==> config.mk <==
export PLATFORM = sky130hd
export DESIGN_NAME = nib_rot_unit
export DESIGN_NICKNAME = d
export VERILOG_FILES = /design/src/rtl/nib_rot_pkg.sv /design/src/rtl/nib_rot_ctrl.sv /design/src/rtl/nib_rot_datapath.sv /design/src/rtl/nib_rot_unit.sv
export SDC_FILE = /design/constraint.sdc
export NUM_CORES = 1
export LEC_CHECK = 0
export ABC_AREA = 1
export BUFFER_PORTS_ARGS = -buffer_cell sky130_fd_sc_hd__buf_2
export CAP_MARGIN = 40
export CORE_ASPECT_RATIO = 0.6
export CORE_MARGIN = 8
export CORE_UTILIZATION = 51
export DETAILED_ROUTE_END_ITERATION = 12
export PLACE_DENSITY = 0.85
export SKIP_LAST_GASP = 1
export SYNTH_ARGS = -nofsm -noshare
export SYNTH_HDL_FRONTEND = slang
export SYNTH_SLANG_ARGS = --single-unit
==> constraint.sdc <==
create_clock -name clk -period 3.9 [get_ports clk]
set_input_delay 0.975 -clock clk [delete_from_list [all_inputs] [get_ports clk]]
set_output_delay 0.975 -clock clk [all_outputs]
set_load 0.05 [all_outputs]
==> src/rtl/nib_rot_pkg.sv <==
package nib_rot_pkg;

  localparam int DATA_W = 8;
  localparam int NIB_W  = DATA_W / 2;

  // flag byte bit positions
  localparam int FL_SIGN = 7;
  localparam int FL_ZERO = 6;
  localparam int FL_CPY5 = 5;
  localparam int FL_HALF = 4;
  localparam int FL_CPY3 = 3;
  localparam int FL_PAR  = 2;
  localparam int FL_SUB  = 1;
  localparam int FL_CARY = 0;

  typedef enum logic [1:0] {
    ST_IDLE  = 2'd0,
    ST_READ  = 2'd1,
    ST_WRITE = 2'd2,
    ST_DONE  = 2'd3
  } nr_state_e;

  // byte to store back into memory
  function automatic logic [DATA_W-1:0] nr_mem_byte(
    input logic              go_right,
    input logic [DATA_W-1:0] acc,
    input logic [DATA_W-1:0] mem
  );
    logic [DATA_W-1:0] r;
    if (go_right)
      r = {acc[NIB_W-1:0], mem[DATA_W-1:NIB_W]};
    else
      r = {mem[NIB_W-1:0], acc[NIB_W-1:0]};
    return r;
  endfunction

  // new accumulator: high nibble kept, low nibble from memory
  function automatic logic [DATA_W-1:0] nr_acc_byte(
    input logic              go_right,
    input logic [DATA_W-1:0] acc,
    input logic [DATA_W-1:0] mem
  );
    logic [NIB_W-1:0] lo;
    lo = go_right ? mem[NIB_W-1:0] : mem[DATA_W-1:NIB_W];
    return {acc[DATA_W-1:NIB_W], lo};
  endfunction

  // flag byte derived from new accumulator, carry passed through
  function automatic logic [DATA_W-1:0] nr_flags(
    input logic [DATA_W-1:0] acc,
    input logic              cy
  );
    logic [DATA_W-1:0] f;
    f          = '0;
    f[FL_SIGN] = acc[DATA_W-1];
    f[FL_ZERO] = (acc == '0);
    f[FL_CPY5] = acc[5];
    f[FL_HALF] = 1'b0;
    f[FL_CPY3] = acc[3];
    f[FL_PAR]  = ~(^acc);
    f[FL_SUB]  = 1'b0;
    f[FL_CARY] = cy;
    return f;
  endfunction

endpackage

==> src/rtl/nib_rot_ctrl.sv <==
module nib_rot_ctrl
  import nib_rot_pkg::*;
(
  input  logic clk,
  input  logic rst_n,
  input  logic start,
  output logic accept,
  output logic rd_phase,
  output logic wr_phase,
  output logic done_phase
);

  nr_state_e state_q, state_d;

  assign accept     = start && (state_q == ST_IDLE);
  assign rd_phase   = (state_q == ST_READ);
  assign wr_phase   = (state_q == ST_WRITE);
  assign done_phase = (state_q == ST_DONE);

  always_comb begin
    state_d = state_q;
    case (state_q)
      ST_IDLE:  if (start) state_d = ST_READ;
      ST_READ:  state_d = ST_WRITE;
      ST_WRITE: state_d = ST_DONE;
      ST_DONE:  state_d = ST_IDLE;
      default:  state_d = ST_IDLE;
    endcase
  end

  always_ff @(posedge clk or negedge rst_n) begin
    if (!rst_n) state_q <= ST_IDLE;
    else        state_q <= state_d;
  end

  // read phase follows acceptance, write follows read
  a_r9_read_after_accept: assert property (@(posedge clk) disable iff (!rst_n)
    accept |=> rd_phase);
  a_r9_write_after_read: assert property (@(posedge clk) disable iff (!rst_n)
    rd_phase |=> wr_phase);
  // done follows write and lasts one cycle
  a_r10_done_after_write: assert property (@(posedge clk) disable iff (!rst_n)
    wr_phase |=> done_phase);
  a_r10_done_single: assert property (@(posedge clk) disable iff (!rst_n)
    done_phase |=> !done_phase);

endmodule

==> src/rtl/nib_rot_datapath.sv <==
module nib_rot_datapath
  import nib_rot_pkg::*;
#(
  parameter int ADDR_W = 16
) (
  input  logic              clk,
  input  logic              rst_n,
  input  logic              accept,
  input  logic              wr_phase,
  input  logic              dir_right,
  input  logic [DATA_W-1:0] acc_in,
  input  logic              carry_in,
  input  logic [ADDR_W-1:0] ptr_in,
  input  logic [DATA_W-1:0] mem_rdata,
  output logic [ADDR_W-1:0] addr,
  output logic [DATA_W-1:0] wdata,
  output logic [DATA_W-1:0] acc_res,
  output logic [DATA_W-1:0] flag_res
);

  logic              dir_q;
  logic [DATA_W-1:0] acc_q;
  logic              cy_q;
  logic [ADDR_W-1:0] ptr_q;
  logic [DATA_W-1:0] acc_res_q, flag_res_q;
  logic [DATA_W-1:0] acc_new;

  always_ff @(posedge clk or negedge rst_n) begin
    if (!rst_n) begin
      dir_q <= 1'b0;
      acc_q <= '0;
      cy_q  <= 1'b0;
      ptr_q <= '0;
    end else if (accept) begin
      dir_q <= dir_right;
      acc_q <= acc_in;
      cy_q  <= carry_in;
      ptr_q <= ptr_in;
    end
  end

  assign acc_new = nr_acc_byte(dir_q, acc_q, mem_rdata);
  assign wdata   = nr_mem_byte(dir_q, acc_q, mem_rdata);
  assign addr    = ptr_q;

  always_ff @(posedge clk or negedge rst_n) begin
    if (!rst_n) begin
      acc_res_q  <= '0;
      flag_res_q <= '0;
    end else if (wr_phase) begin
      acc_res_q  <= acc_new;
      flag_res_q <= nr_flags(acc_new, cy_q);
    end
  end

  assign acc_res  = acc_res_q;
  assign flag_res = flag_res_q;

  // accumulator high nibble survives the operation
  a_r3_acc_high_kept: assert property (@(posedge clk) disable iff (!rst_n)
    wr_phase |=> acc_res_q[DATA_W-1:NIB_W] == $past(acc_q[DATA_W-1:NIB_W]));
  // carry passes through, half-carry and subtract cleared
  a_r8_carry_kept: assert property (@(posedge clk) disable iff (!rst_n)
    wr_phase |=> flag_res_q[FL_CARY] == $past(cy_q));
  a_r8_hn_clear: assert property (@(posedge clk) disable iff (!rst_n)
    wr_phase |=> !flag_res_q[FL_HALF] && !flag_res_q[FL_SUB]);
  // pointer stays put across the read-modify-write
  a_r9_ptr_stable: assert property (@(posedge clk) disable iff (!rst_n)
    wr_phase |-> $stable(ptr_q));

endmodule

==> src/rtl/nib_rot_unit.sv <==
module nib_rot_unit
  import nib_rot_pkg::*;
#(
  parameter int ADDR_W = 16
) (
  input  logic              clk,
  input  logic              rst_n,
  input  logic              start,
  input  logic              dir_right,
  input  logic [7:0]        acc_in,
  input  logic              carry_in,
  input  logic [ADDR_W-1:0] ptr_in,
  output logic [ADDR_W-1:0] mem_addr,
  output logic              mem_rd_en,
  output logic              mem_wr_en,
  output logic [7:0]        mem_wdata,
  input  logic [7:0]        mem_rdata,
  output logic [7:0]        acc_out,
  output logic [7:0]        flag_out,
  output logic              done
);

  logic accept, rd_phase, wr_phase, done_phase;

  nib_rot_ctrl u_ctrl (
    .clk        (clk),
    .rst_n      (rst_n),
    .start      (start),
    .accept     (accept),
    .rd_phase   (rd_phase),
    .wr_phase   (wr_phase),
    .done_phase (done_phase)
  );

  nib_rot_datapath #(.ADDR_W(ADDR_W)) u_dp (
    .clk       (clk),
    .rst_n     (rst_n),
    .accept    (accept),
    .wr_phase  (wr_phase),
    .dir_right (dir_right),
    .acc_in    (acc_in),
    .carry_in  (carry_in),
    .ptr_in    (ptr_in),
    .mem_rdata (mem_rdata),
    .addr      (mem_addr),
    .wdata     (mem_wdata),
    .acc_res   (acc_out),
    .flag_res  (flag_out)
  );

  assign mem_rd_en = rd_phase;
  assign mem_wr_en = wr_phase;
  assign done      = done_phase;

  // strobes exclusive, write hits the address just read
  a_r9_strobe_excl: assert property (@(posedge clk) disable iff (!rst_n)
    !(mem_rd_en && mem_wr_en));
  a_r9_write_same_addr: assert property (@(posedge clk) disable iff (!rst_n)
    mem_wr_en |-> $past(mem_rd_en) && (mem_addr == $past(mem_addr)));
  // one read per operation, no restart while busy
  a_r11_no_reread: assert property (@(posedge clk) disable iff (!rst_n)
    mem_rd_en |=> !mem_rd_en);
  a_r11_idle_after_done: assert property (@(posedge clk) disable iff (!rst_n)
    done |=> !mem_wr_en && !done);
  // zero flag agrees with the result once done
  a_r6_zero_flag: assert property (@(posedge clk) disable iff (!rst_n)
    done |-> flag_out[FL_ZERO] == (acc_out == 8'h00));

endmodule

---- Word level (Yosys, flattened, before mapping) ----
Index checks and enable logic that the tools add are counted.
storage, ports and cells
  output and inout port bits .............. 43
  bits in latches ......................... 0
  RAM bits ................................ 0
  logic and storage cells ................. 20
  memories ................................ 0
  register bits after elaboration ......... 42
  input port bits ......................... 37
  bits in read-only memories .............. 0
cells by class
  magnitude comparators ................... 0
  $add $sub $neg .......................... 0
  divide/modulo/power cells ............... 0
  multiply operators ...................... 0
  equality and inequality tests ........... 4
  reduce and logical (&&, ||, !) cells .... 4
  bitwise operators ....................... 1
  shift-type cells ........................ 0
  multiplexer cells ....................... 4
operators by type and width
  operator            number
  $logic_not 8->1     1
  $mux 8              1
  $pmux 2 s4          1
  $reduce_xor 8->1    1
  $eq 2x2->1 const B  2
  $mux 4              1
  $eq 2x1->1 const B  1
  $logic_not 2->1     1
  $mux 2              1
  $ne 2x2->1 const B  1
  $logic_and 1x1->1   1
  $not 1->1           1

---- Longest topological paths before layout ----
  word-level depth ........................ 3
  gate-level depth with buffers ........... 10
  gate-level depth less buffers ........... 10

---- Hierarchy ----
Synthesis repeated with hierarchy kept, for this count alone.
unflattened totals
  cells, all modules ...................... 192
  area, all modules ....................... 1915.6 µm²
modules (own cells, without submodules)
  module            cells an instance  instances  area each (µm²)
  nib_rot_datapath  170                1          1744.2
  nib_rot_ctrl      22                 1          171.4

---- Worst setup path before layout ----
No wires, ideal clock.
  path kind ............................... input to output
  start ................................... input mem_rdata[0]
  end ..................................... output mem_wdata[4]
  setup slack ............................. 0.833 ns
  required time ........................... 2.925 ns
  data arrival time ....................... 2.092 ns
  cell stages on the path ................. 2
  buffers on the path ..................... 0
  cells stage by stage .................... inv_1 -> o21ai_0
on the way
  cells in the longest elaborated chain, start to end .. 1
RTL lines
  element             RTL line            text
  start: declaration  nib_rot_unit.sv:17  input logic [7:0] mem_rdata,
  $mux 8              nib_rot_pkg.sv:30   if (go_right)
  end: declaration    nib_rot_unit.sv:16  output logic [7:0] mem_wdata,
No other way between the ends.

---- Final worst setup path ----
  start ................................... register u_dp.dir_q
  end ..................................... output mem_wdata[1]
on the way
  cells in the longest elaborated chain, start to end .. 1
RTL lines
  element                   RTL line                text
  start: declaration        nib_rot_datapath.sv:21  logic dir_q;
  start signal: assignment  nib_rot_datapath.sv:35  dir_q <= dir_right;
  $mux 8                    nib_rot_pkg.sv:30
No other way between the ends.

==> metrics.txt <==
HP Class flop to flop; layout cells sized above 1 40.5%; GRT overflow 0; post-cts sizing count 0; met2 Usage GRT 23.2%; reg2reg start u_dp.dir_q; Fmax 0.396 GHz; Antenna Nets Post-Route 0; Max FO, Critical Path 25; Slew headroom between 40% and 50%; DR vias between 1,000 and 1,500; grt met3 use 9.59%; hpwl dp 3480 um; sequential area share after synthesis a little over half; flop2flop setup slack 1980 ps; Core ar. 3590 um2; Reg clk slew, reported paths 70 ps; cells on worst reg2reg path 8; Crit Path Class flop to output pin; slew at the pin with the worst max-slew slack 843 ps; RSZ-0062 raised after global routing no; Critical Path Start Type flop; Root Buffer clkbuf_8; Via density 4.65; grt peak-use layer met2; min cycle time layout roughly 2500 ps; CTS Hold Buffers Added 0; hold path startpoint u_dp.flag_res[2]; DIE HEIGHT 62.9 um; TritonCTS clock tree done; drt first pass iters 4; # setup viols final 0; initial antenna violation count 0; WL final approximately 4400 um; post-synthesis cell type count 18; detailed-route wire length per cell 14.3 um; vias in the first global route 1,531; required time of the critical path a little under 3000 ps; Max Root-Sink Buffers 2; met1 Use GR 18.6%; largest net degree at the start of global routing 35; total CTS buffers 5; first-pass GRT wire length 7240 um; clock latency at the later pin of the worst-skew pair 290 ps; max cap viols 0; Die ar. 5930 um2; Final GP Congestion 0.729; PortBufs 77; ANT cells 0; YS warnings 0; initial core utilization a little over half; final clock skew 10.1 ps; cells after synthesis 182; Worst setup EP type output pin; NumNets Final 302; Crit Reg-Reg Endpoint u_dp.flag_res[2]; Post-Synthesis Cell Area 1870 um2; Final Hold Viols 0; final worst path period share approximately 65%; final setup TNS 0 ps; H-tree levels 2; Rows 17; synth-to-layout area growth 25.3%; syn avg cell area 10.3 um2; # DRC 0; Horiz. Die Dim 94.2 um; Pins Over Slew Limit 0; Worst Path Arrival 1550 ps; status finished, final reports clean; #FFs+latches synth 39; io pins 80; GRT Util Overall 15.6%; TritonCTS Sinks 39; WHS Endpoint u_dp.flag_res[2]; Critical Path Start u_dp.dir_q; Setup Buffers After CTS 0; Hold Path Stages 2; drt initial violations between 70 and 80
worst max-delay path by stage:
stage          cells past startpoint  slack, ps            to
2_1_floorplan                      2        830  mem_wdata[4]
3_3_place_gp                       4       1440  mem_wdata[5]
3_5_place_dp                       4       1370  mem_wdata[5]
4_1_cts                            3       1360  mem_wdata[5]
5_1_grt                            3       1160  mem_wdata[1]
6_report                           3       1380  mem_wdata[1]
per-layer routing:
metal | vias up | wire [um]
met5 | - | 0
met4 | 0 | 36
met3 | 4 | 460
met2 | 50 | 1960
met1 | 641 | 1890
li1 | 719 | -
cell type report:
cell class	instances	area, um2
Clock buffer	6	72.6
Clock inverter	2	12.5
Fill cell	316	1250
Inverter	21	78.8
Multi-Input combinational cell	111	734
Sequential cell	39	976
Tap cell	47	58.8
Timing Repair Buffer	78	413
logic make-up (layout without fill, tap and decap cells):
family,count (synthesis),in the layout,share of synthesized area (%)
simple gates,49,49,10.2
flops,39,39,52.1
buf+inv,33,107,8.88
compound gates,32,32,8.55
mux,18,18,13.6
fa+ha+maj,9,9,6.01
other cells,1,2,0.200
xor+xnor,1,1,0.468
flip-flops by register name, summed over array words and instances, names as in the netlist:
register        count
u_dp.flag_res       3
u_dp.dir_q          1
u_ctrl.state_q      2
u_dp.addr          16
u_dp.acc_res        8
u_dp.acc_q          8
u_dp.cy_q           1
Yosys cell counts, drive strengths merged:
library cell / n / area, um2
dfrtp: 39 / 976
nand2: 37 / 141
o21ai: 24 / 120
inv: 21 / 78.8
mux2: 18 / 255
buf: 10 / 80.1
nor2: 10 / 37.5
ha: 9 / 113
a21oi: 8 / 40.0
clkbuf: 2 / 7.51
conb: 1 / 3.75
nand3: 1 / 5.00
nand4: 1 / 6.26
xnor2: 1 / 8.76
worst max-delay path, cell delays in order (launching register included):
cell and delay, ps:
dfrtp_1 740, nand2_1 130, o21ai_0 100, buf_2 290
through the flow:
stage,instances,setup WS (ps),utilization (%),instance area (um2),hold slack [ps]
2_1_floorplan,183,833,-,1880,450
3_3_place_gp,295,1440,62.1,2230,459
3_5_place_dp,296,1370,62.9,2260,470
4_1_cts,304,1360,65.3,2350,488
5_1_grt,304,1160,65.3,2350,509
6_report,304,1380,65.3,2350,486
cells in the final DEF, fill, tap and decap left out, types with 2 or more instances in the layout:
master	instances
nand2_1	36
mux2_2	4
inv_1	21
mux2_4	14
buf_2	77
clkbuf_8	5
ha_1	9
o21ai_0	24
nor2_1	10
dfrtp_1	39
conb_1	2
a21oi_1	8
Power is left out: the tool's default activity adds up to more than one toggle a clock period on the data nets, which glitch-free logic cannot reach.
